==> config.mk <==
export PLATFORM = sky130hd
export DESIGN_NAME = dmabus_arbiter
export DESIGN_NICKNAME = d
export VERILOG_FILES = /design/src/rtl/dmabus_pkg.sv /design/src/rtl/dmabus_pick.sv /design/src/rtl/dmabus_waitcnt.sv /design/src/rtl/dmabus_arbiter.sv
export SDC_FILE = /design/constraint.sdc
export NUM_CORES = 1
export LEC_CHECK = 0
export BUFFER_PORTS_ARGS = -buffer_cell sky130_fd_sc_hd__buf_2
export CAP_MARGIN = 5
export CORE_AREA = 2 2 39 41
export CTS_CLUSTER_DIAMETER = 120
export CTS_CLUSTER_SIZE = 25
export DETAILED_ROUTE_END_ITERATION = 16
export DIE_AREA = 0 0 41 43
export GPL_ROUTABILITY_DRIVEN = 0
export PLACE_DENSITY = 0.32
export SYNTH_ARGS = -nofsm -noshare
export SYNTH_HDL_FRONTEND = slang
export SYNTH_SLANG_ARGS = --single-unit
export TNS_END_PERCENT = 1
==> constraint.sdc <==
create_clock -name clk -period 1.18 [get_ports clk]
set_input_delay 0.118 -clock clk [delete_from_list [all_inputs] [get_ports clk]]
set_output_delay 0.118 -clock clk [all_outputs]
set_load 0.005 [all_outputs]
==> src/rtl/dmabus_pkg.sv <==
package dmabus_pkg;

  typedef enum logic [1:0] {
    OWN_NONE = 2'd0,
    OWN_LOC  = 2'd1,
    OWN_CPU  = 2'd2,
    OWN_REM  = 2'd3
  } owner_e;

  // Fixed-order choice among active requests (all active high here).
  function automatic owner_e pick_owner(input logic loc, input logic cpu, input logic rem);
    owner_e w;
    w = OWN_NONE;
    if (rem) w = OWN_REM;
    if (cpu) w = OWN_CPU;
    if (loc) w = OWN_LOC;
    return w;
  endfunction

endpackage

==> src/rtl/dmabus_pick.sv <==
module dmabus_pick
  import dmabus_pkg::*;
(
  input  logic   loc_req,
  input  logic   cpu_req_n,
  input  logic   rem_req,
  output owner_e winner
);
  logic cpu_act;

  assign cpu_act = ~cpu_req_n;
  assign winner  = pick_owner(loc_req, cpu_act, rem_req);
endmodule

==> src/rtl/dmabus_waitcnt.sv <==
module dmabus_waitcnt #(
  parameter int RWAIT = 3
) (
  input  logic clk,
  input  logic rst_n,
  input  logic run,
  output logic last,
  output logic waiting
);
  localparam int CNT_W = (RWAIT < 1) ? 1 : $clog2(RWAIT + 1);
  localparam logic [CNT_W-1:0] CNT_END = CNT_W'(RWAIT);

  logic [CNT_W-1:0] cnt;

  always_ff @(posedge clk or negedge rst_n) begin
    if (!rst_n)   cnt <= '0;
    else if (!run) cnt <= '0;
    else if (cnt != CNT_END) cnt <= cnt + 1'b1;
  end

  assign last    = run && (cnt == CNT_END);
  assign waiting = run && (cnt != CNT_END);
endmodule

==> src/rtl/dmabus_arbiter.sv <==
module dmabus_arbiter
  import dmabus_pkg::*;
#(
  parameter int RWAIT = 3
) (
  input  logic clk,
  input  logic rst_n,
  input  logic loc_req,
  output logic loc_ack,
  input  logic cpu_req_n,
  output logic cpu_en,
  input  logic rem_req,
  output logic rem_ack,
  output logic rem_wait
);
  owner_e state, nxt, winner;
  logic   rem_last, rem_waiting, rem_run;

  dmabus_pick u_pick (
    .loc_req   (loc_req),
    .cpu_req_n (cpu_req_n),
    .rem_req   (rem_req),
    .winner    (winner)
  );

  assign rem_run = (state == OWN_REM);

  dmabus_waitcnt #(.RWAIT(RWAIT)) u_wcnt (
    .clk     (clk),
    .rst_n   (rst_n),
    .run     (rem_run),
    .last    (rem_last),
    .waiting (rem_waiting)
  );

  always_comb begin
    nxt = state;
    unique case (state)
      OWN_NONE: nxt = winner;
      OWN_LOC:  nxt = loc_req    ? OWN_LOC : OWN_NONE;
      OWN_CPU:  nxt = !cpu_req_n ? OWN_CPU : OWN_NONE;
      OWN_REM:  nxt = rem_last   ? OWN_NONE : OWN_REM;
      default:  nxt = OWN_NONE;
    endcase
  end

  always_ff @(posedge clk or negedge rst_n) begin
    if (!rst_n) state <= OWN_NONE;
    else        state <= nxt;
  end

  assign loc_ack  = (state == OWN_LOC);
  assign cpu_en   = (state == OWN_CPU);
  assign rem_ack  = rem_run;
  assign rem_wait = rem_waiting;
endmodule

==> run metrics, run 1 <==
Avg Inst Size Synth=9.30 um^2; total power=720 uW; Synth Area in XOR/XNOR=4.09%; critical path arrival=1.01 ns; Area Growth Syn to Fin=55.0%; Setup CP Type=reg -> out; CTS root buffer=clkbuf_4; R2R Path Start=u_wcnt.cnt[1]$_DFFE_PN0P_; Synth Area in Adders=5.85%; PwrDens=2170 nW/um^2; Synth Area in Simple Gates=22.8%; Final Skew=0.00333 ns; met2 Resource Use GR=12.5%; Hold Vio Cnt, Final=0; Final Cycle Share=95.4%; die area=1760 um^2; register area share after synthesis=46.8%; fin nets=44; beginning of the critical path=u_wcnt.cnt[1]$_DFFE_PN0P_; Post-Place Worst Slack=0.0639 ns; post-route worst setup slack=0.0538 ns; Post-Synthesis Cells=23; Power Internal=469 uW; min-delay src=rem_req; Max IR drop VDD=0.000583 V; static leakage=0.168 nW; max-slew violation count=0; GRT met3 Usage=5.24%; Net Sw Frac=34.8%; outcome=finished, final reports clean; CTS Buf Count=3; setup tns final=0 ns; Slowest-stage cell, CP=dfrtp_1; share of cells above drive strength 1=44.4%; Worst Tran Pin Value=0.162 ns; area of the core=1380 um^2; proportion of synthesized area in mux cells=4.68%; site row count=14; YS warnings=0; Antenna Nets Post-Route=0; clock power share=22.5%; Clk pin slew, worst setup/hold paths=0.04 ns; first-pass GRT wire length=876 um; DR iter-0 viols=1; relative slew slack=89.2%; CTS sink count=4; crit-path cells=ha_4 -> nor2_2 -> buf_2; Worst setup SP type=register; DRC Markers=0; P_sw=251 uW; Pre-Repair DR Iteration Count=4; MaxCap Viol Count=0; vias per cell=3.98; largest net degree at the start of global routing=8; CP max stage delay=0.41 ns; top cell type's share of synthesized area=46.8%; #FFs+latches synth=4; Die Ht=43 um; diodes inserted=0; fill count=165; vias in the first global route=211; via count=207; cell taking the most area after synthesis=dfrtp_1; GR Layer Usage met1=6.51%; Logic pwr share=37.9%; Flop pwr share=39.6%; Final min period=1.13 ns; Mapped Area=214 um^2; DIE WIDTH=41 um; type of the most critical hold path=in -> reg; clk_lat worst skew=0.23 ns; CP max FO=4; Synthesized Nets=29; Worst Setup End Kind=output pin; wirelength, routed=512 um; Synth area leaders=dfrtp_1, nor2_1, ha_1; total track usage=8.27%; H-tree levels=1; Setup-failing EPs final=0; Required @ worst endpoint=1.06 ns; Unique masters post-synth=14; Initial Util=15.5%; initial antenna violation count=0; fmax=888 MHz; PortBufs=8; grt total ovfl=0; IO Pins=9; Max Root-Sink Buffers=2; TritonCTS clock tree=yes; hpwl dp=379 um; compound-cell area share of the yosys netlist=12.3%; wire per inst=9.85 um; GR peak layer=met2; largest family of logic cells by synthesized area=simple AND/OR/NAND/NOR gates; RSZ-0062 raised after global routing=no
==> cell type report <==
cell class / instances / area [um^2] / area share [%]
Multi-Input combinational cell: 17 / 121 / 36.6
Sequential cell: 4 / 103 / 30.9
Clock buffer: 3 / 22.5 / 6.79
Inverter: 2 / 7.51 / 2.26
Tap cell: 16 / 20.0 / 6.04
Timing Repair Buffer: 10 / 57.6 / 17.4
==> through the flow <==
step	std cells	instance area [um^2]	util [%]	hold slack (ns)
4_1_cts	51	319	23.1	0.180
2_1_floorplan	23	214	-	-0.178
6_report	52	332	24.0	0.180
3_3_place_gp	47	274	19.8	-0.0750
5_1_grt	52	332	24.0	0.189
3_5_place_dp	47	274	19.8	-0.0710
==> layout by cell type, fill, tap and decap left out <==
| cell type | netlist | routed |
|---|---|---|
| clkbuf_4 | 0 | 3 |
| nor2b_1 | 2 | 2 |
| nor2_2 | 0 | 1 |
| nor2_1 | 5 | 4 |
| dfrtp_1 | 4 | 2 |
| buf_2 | 0 | 8 |
| o21ai_0 | 1 | 1 |
| buf_4 | 0 | 1 |
| a22oi_1 | 1 | 1 |
| dlygate4sd3_1 | 0 | 1 |
| inv_1 | 2 | 2 |
| mux2i_1 | 1 | 1 |
| dfrtp_2 | 0 | 2 |
| a22o_1 | 1 | 1 |
| xor2_1 | 1 | 1 |
| o21ai_1 | 1 | 1 |
| nand2b_1 | 1 | 1 |
| nand3b_1 | 1 | 1 |
| nand2_1 | 1 | 1 |
| ha_4 | 0 | 1 |
==> state kept, by name, summed over array words and instances, names as in the netlist <==
signal      flops
state           2
u_wcnt.cnt      2
==> cell usage after synthesis <==
| cell | number |
|---|---|
| nor2b_1 | 2 |
| ha_1 | 1 |
| o21ai_1 | 1 |
| a22oi_1 | 1 |
| xor2_1 | 1 |
| dfrtp_1 | 4 |
| mux2i_1 | 1 |
| nand3b_1 | 1 |
| nand2b_1 | 1 |
| a22o_1 | 1 |
| nor2_1 | 5 |
| nand2_1 | 1 |
| o21ai_0 | 1 |
| inv_1 | 2 |
==> logic make-up after synthesis <==
kind of cell,after synthesis
DFF,4
buffers and inverters,2
muxes,1
xor gates and xnor gates,1
AOI/OAI and AO/OA,4
and+or+nand+nor,10
adders and majority gates,1
==> power groups by stage <==
| stage | clock network [mW] | logic, mW | registers (mW) |
|---|---|---|---|
| finish | 0.162 | 0.273 | 0.285 |
| global route | 0.186 | 0.318 | 0.296 |
| CTS | 0.171 | 0.269 | 0.279 |
| detailed placement | 0 | 0.254 | 0.270 |
| global placement | 0 | 0.248 | 0.268 |
| floorplan | 0 | 0.164 | 0.246 |
==> worst max-delay path: cells and delay by family, from the launching register on <==
family	cells	cell delay, ns
DFF	1	0.41
and+or+nand+nor	1	0.07
buffers and inverters	1	0.11
adders and majority gates	1	0.20
==> final timing paths <==
check                      slack [ns]  cells past startpoint                   endpoint
max in group asynchronous        0.82                      2         state[0]$_DFF_PN0_
max reg2reg                      0.12                      4         state[1]$_DFF_PN0_
min                              0.18                      3         state[0]$_DFF_PN0_
min reg2reg                      0.56                      1         state[0]$_DFF_PN0_
min in group asynchronous        0.23                      2  u_wcnt.cnt[0]$_DFFE_PN0P_
max                              0.05                      3                   rem_wait
==> what timing repair did <==
action                     4_1_cts  5_1_grt
resized for setup                2        3
setup buffers                    0        1
hold buffers                     1        0
pin swaps                        0        2
hold endpoints to repair         4        0
setup endpoints to repair        1        2
gates cloned                     0        0
==> routing by layer <==
layer | up-vias | wire (um)
li1 | 103 | -
met1 | 96 | 180
met2 | 8 | 287
met3 | 0 | 44
met4 | 0 | 0
met5 | - | 0
(Power assumes the default switching activity.)
==> inputs of run 2 (changes only) <==
BUFFER_PORTS_ARGS = -buffer_cell sky130_fd_sc_hd__buf_4   (was -buffer_cell sky130_fd_sc_hd__buf_2)
==> run 2 against run 1 <==
  * Flip-flop and latch count did not move
  * Cell area increased by 11%
  * Core utilization increased by 2.7 points
  * Sequential share of layout area shrank 3.1 points
  * Non-clock buffer count is 2 higher
  * Count of clock-buffer cells in the layout did not move
  * Wire length up 14%
  * Critical path depth unchanged
  * Maximum frequency rose by 0.57%
  * Global-route usage increased by 1.8 points
  * Power rose by 14%
==> run metrics, run 2 (synthesized netlist as in run 1, its figures left out) <==
diodes inserted=0 (unchanged); Max IR drop VDD=0.000563 V (was 0.000583 V); Antenna Nets Post-Route=0 (unchanged); commonest non-fill, non-tap cells in the layout=buf_4, nor2_1, clkbuf_4 (was buf_2, nor2_1, clkbuf_4); static leakage=0.184 nW (was 0.168 nW); Worst Setup End Kind=output pin (unchanged); Die Ht=43 um (unchanged); initial antenna violation count=0 (unchanged); total power=822 uW (was 720 uW); first-pass GRT wire length=1080 um (was 876 um); P_sw=289 uW (was 251 uW); vias per cell=4.00 (was 3.98); die area=1760 um^2 (unchanged); Final Cycle Share=94.9% (was 95.4%); Largest regs=state (2), u_wcnt.cnt (2) (unchanged); Pre-Repair DR Iteration Count=2 (was 4); Slowest-stage cell, CP=dfrtp_1 (unchanged); DR iter-0 viols=1 (unchanged); MaxCap Viol Count=0 (unchanged); Hold Vio Cnt, Final=0 (unchanged); type of the most critical hold path=in -> reg (unchanged); placed insts=47 (unchanged); CP top delay family=flip-flops (unchanged); Max Root-Sink Buffers=2 (unchanged); Power Internal=533 uW (was 469 uW); outcome=finished, final reports clean (unchanged); PwrDens=2230 nW/um^2 (was 2170 nW/um^2); Required @ worst endpoint=1.06 ns (about the same); CTS root buffer=clkbuf_4 (unchanged); Net Sw Frac=35.2% (was 34.8%); clock power share=21.7% (was 22.5%); DRC Markers=0 (unchanged); critical path arrival=1.00 ns (was 1.01 ns); Initial Util=15.5% (unchanged); largest net degree at the start of global routing=8 (unchanged); PortBufs=8 (unchanged); CTS Buf Count=3 (unchanged); via count=216 (was 207); Worst setup SP type=register (unchanged); vias in the first global route=267 (was 211); IO Pins=9 (unchanged); area of the core=1380 um^2 (unchanged); Area Growth Syn to Fin=72.5% (was 55.0%); Final Instance Count excl. Fillers=54 (was 52); RSZ-0062 raised after global routing=no (unchanged); Flop pwr share=35.4% (was 39.6%); Worst Tran Pin Value=0.181 ns (was 0.162 ns); Clk pin slew, worst setup/hold paths=0.04 ns (about the same); DIE WIDTH=41 um (unchanged); fill count=158 (was 165); Final min period=1.12 ns (was 1.13 ns); setup tns final=0 ns (unchanged); relative slew slack=87.9% (was 89.2%); fmax=893 MHz (was 888 MHz); CTS sink count=4 (unchanged); Buf+Inv Stages, Crit Path=1 (unchanged); Setup CP Type=reg -> out (unchanged); total track usage=10.1% (was 8.27%); CP max stage delay=0.41 ns (about the same); crit-path cells=ha_4 -> nor2_2 -> buf_4 (was ha_4 -> nor2_2 -> buf_2); fin nets=46 (was 44); site row count=14 (unchanged); wirelength, routed=583 um (was 512 um); worst hold slack=0.174 ns (was 0.180 ns); grt total ovfl=0 (unchanged); CP max FO=3 (was 4); Final Skew=0.00470 ns (was 0.00333 ns); Setup-failing EPs final=0 (unchanged); clk_lat worst skew=0.24 ns (was 0.23 ns); flop2flop setup slack=0.13 ns (was 0.12 ns); Logic pwr share=42.9% (was 37.9%); H-tree levels=1 (unchanged); TritonCTS clock tree=yes (unchanged); most common cell after layout, fill and taps aside=buf_4 (was buf_2); share of cells above drive strength 1=50.0% (was 44.4%); wire per inst=10.8 um (was 9.85 um); max-slew violation count=0 (unchanged)
[run 2: cell count changes in the layout (fill, tap and decap cells not counted)]
cell / change
buf_4: +10
nand2_1: -1
buf_2: -8
nand2_2: +1
[run 2: metrics by stage]
stage	worst slack, ns	area (um^2)	util, %
2_1_floorplan	0.147	214	-
6_report	0.0603	369	26.7
3_3_place_gp	0.0759	294	21.2
3_5_place_dp	0.0200	294	21.2
5_1_grt	0.0117	369	26.7
4_1_cts	0.00675	364	26.3
[run 2: layout make-up]
type	count	area, um^2	share of cell area, %
multi-input cells	17	124	33.6
flip-flops and latches	4	103	27.8
repair buffers	12	92.6	25.1
clock buffers	3	22.5	6.10
well taps	16	20.0	5.42
inverters	2	7.51	2.03
[run 2: worst reg2reg max path, stage by stage (launching register included)]
cell      delay [ns]
dfrtp_1         0.41
ha_4            0.18
nand2b_1        0.15
a22oi_1         0.21
[run 2: layer usage]
layer / track usage [%] / up-vias / share of wire [%]
li1: - / 107 / -
met1: 9.06 / 103 / 35
met2: 14.7 / 6 / 60
met3: 3.66 / 0 / 4.5
met4: 12.0 / 0 / 0
met5: 0 / - / 0
[run 2: worst paths after layout]
kind                                      startpoint                        end  depth (start not counted)
setup / recovery           u_wcnt.cnt[0]$_DFFE_PN0P_                   rem_wait                          3
hold reg to reg                   state[1]$_DFF_PN0_         state[0]$_DFF_PN0_                          1
hold / removal                               rem_req         state[0]$_DFF_PN0_                          3
max in group asynchronous                      rst_n         state[1]$_DFF_PN0_                          2
setup reg to reg           u_wcnt.cnt[0]$_DFFE_PN0P_         state[0]$_DFF_PN0_                          3
min in group asynchronous                      rst_n  u_wcnt.cnt[1]$_DFFE_PN0P_                          2
[run 2: what timing repair did]
item,in CTS,in global routing
gates resized for setup,4,2
buffers inserted,3,0
pin swaps,1,2
hold endpoints to repair,4,0
hold buffers,1,0
endpoints found under the setup margin,1,2
[run 2: power groups by stage]
stage          Combinational (mW)  Sequential (mW)  Clock, mW
5_1_grt                     0.400            0.308      0.190
4_1_cts                     0.350            0.285      0.188
3_3_place_gp                0.286            0.266          0
3_5_place_dp                0.299            0.274          0
6_report                    0.353            0.290      0.178
2_1_floorplan               0.164            0.246          0
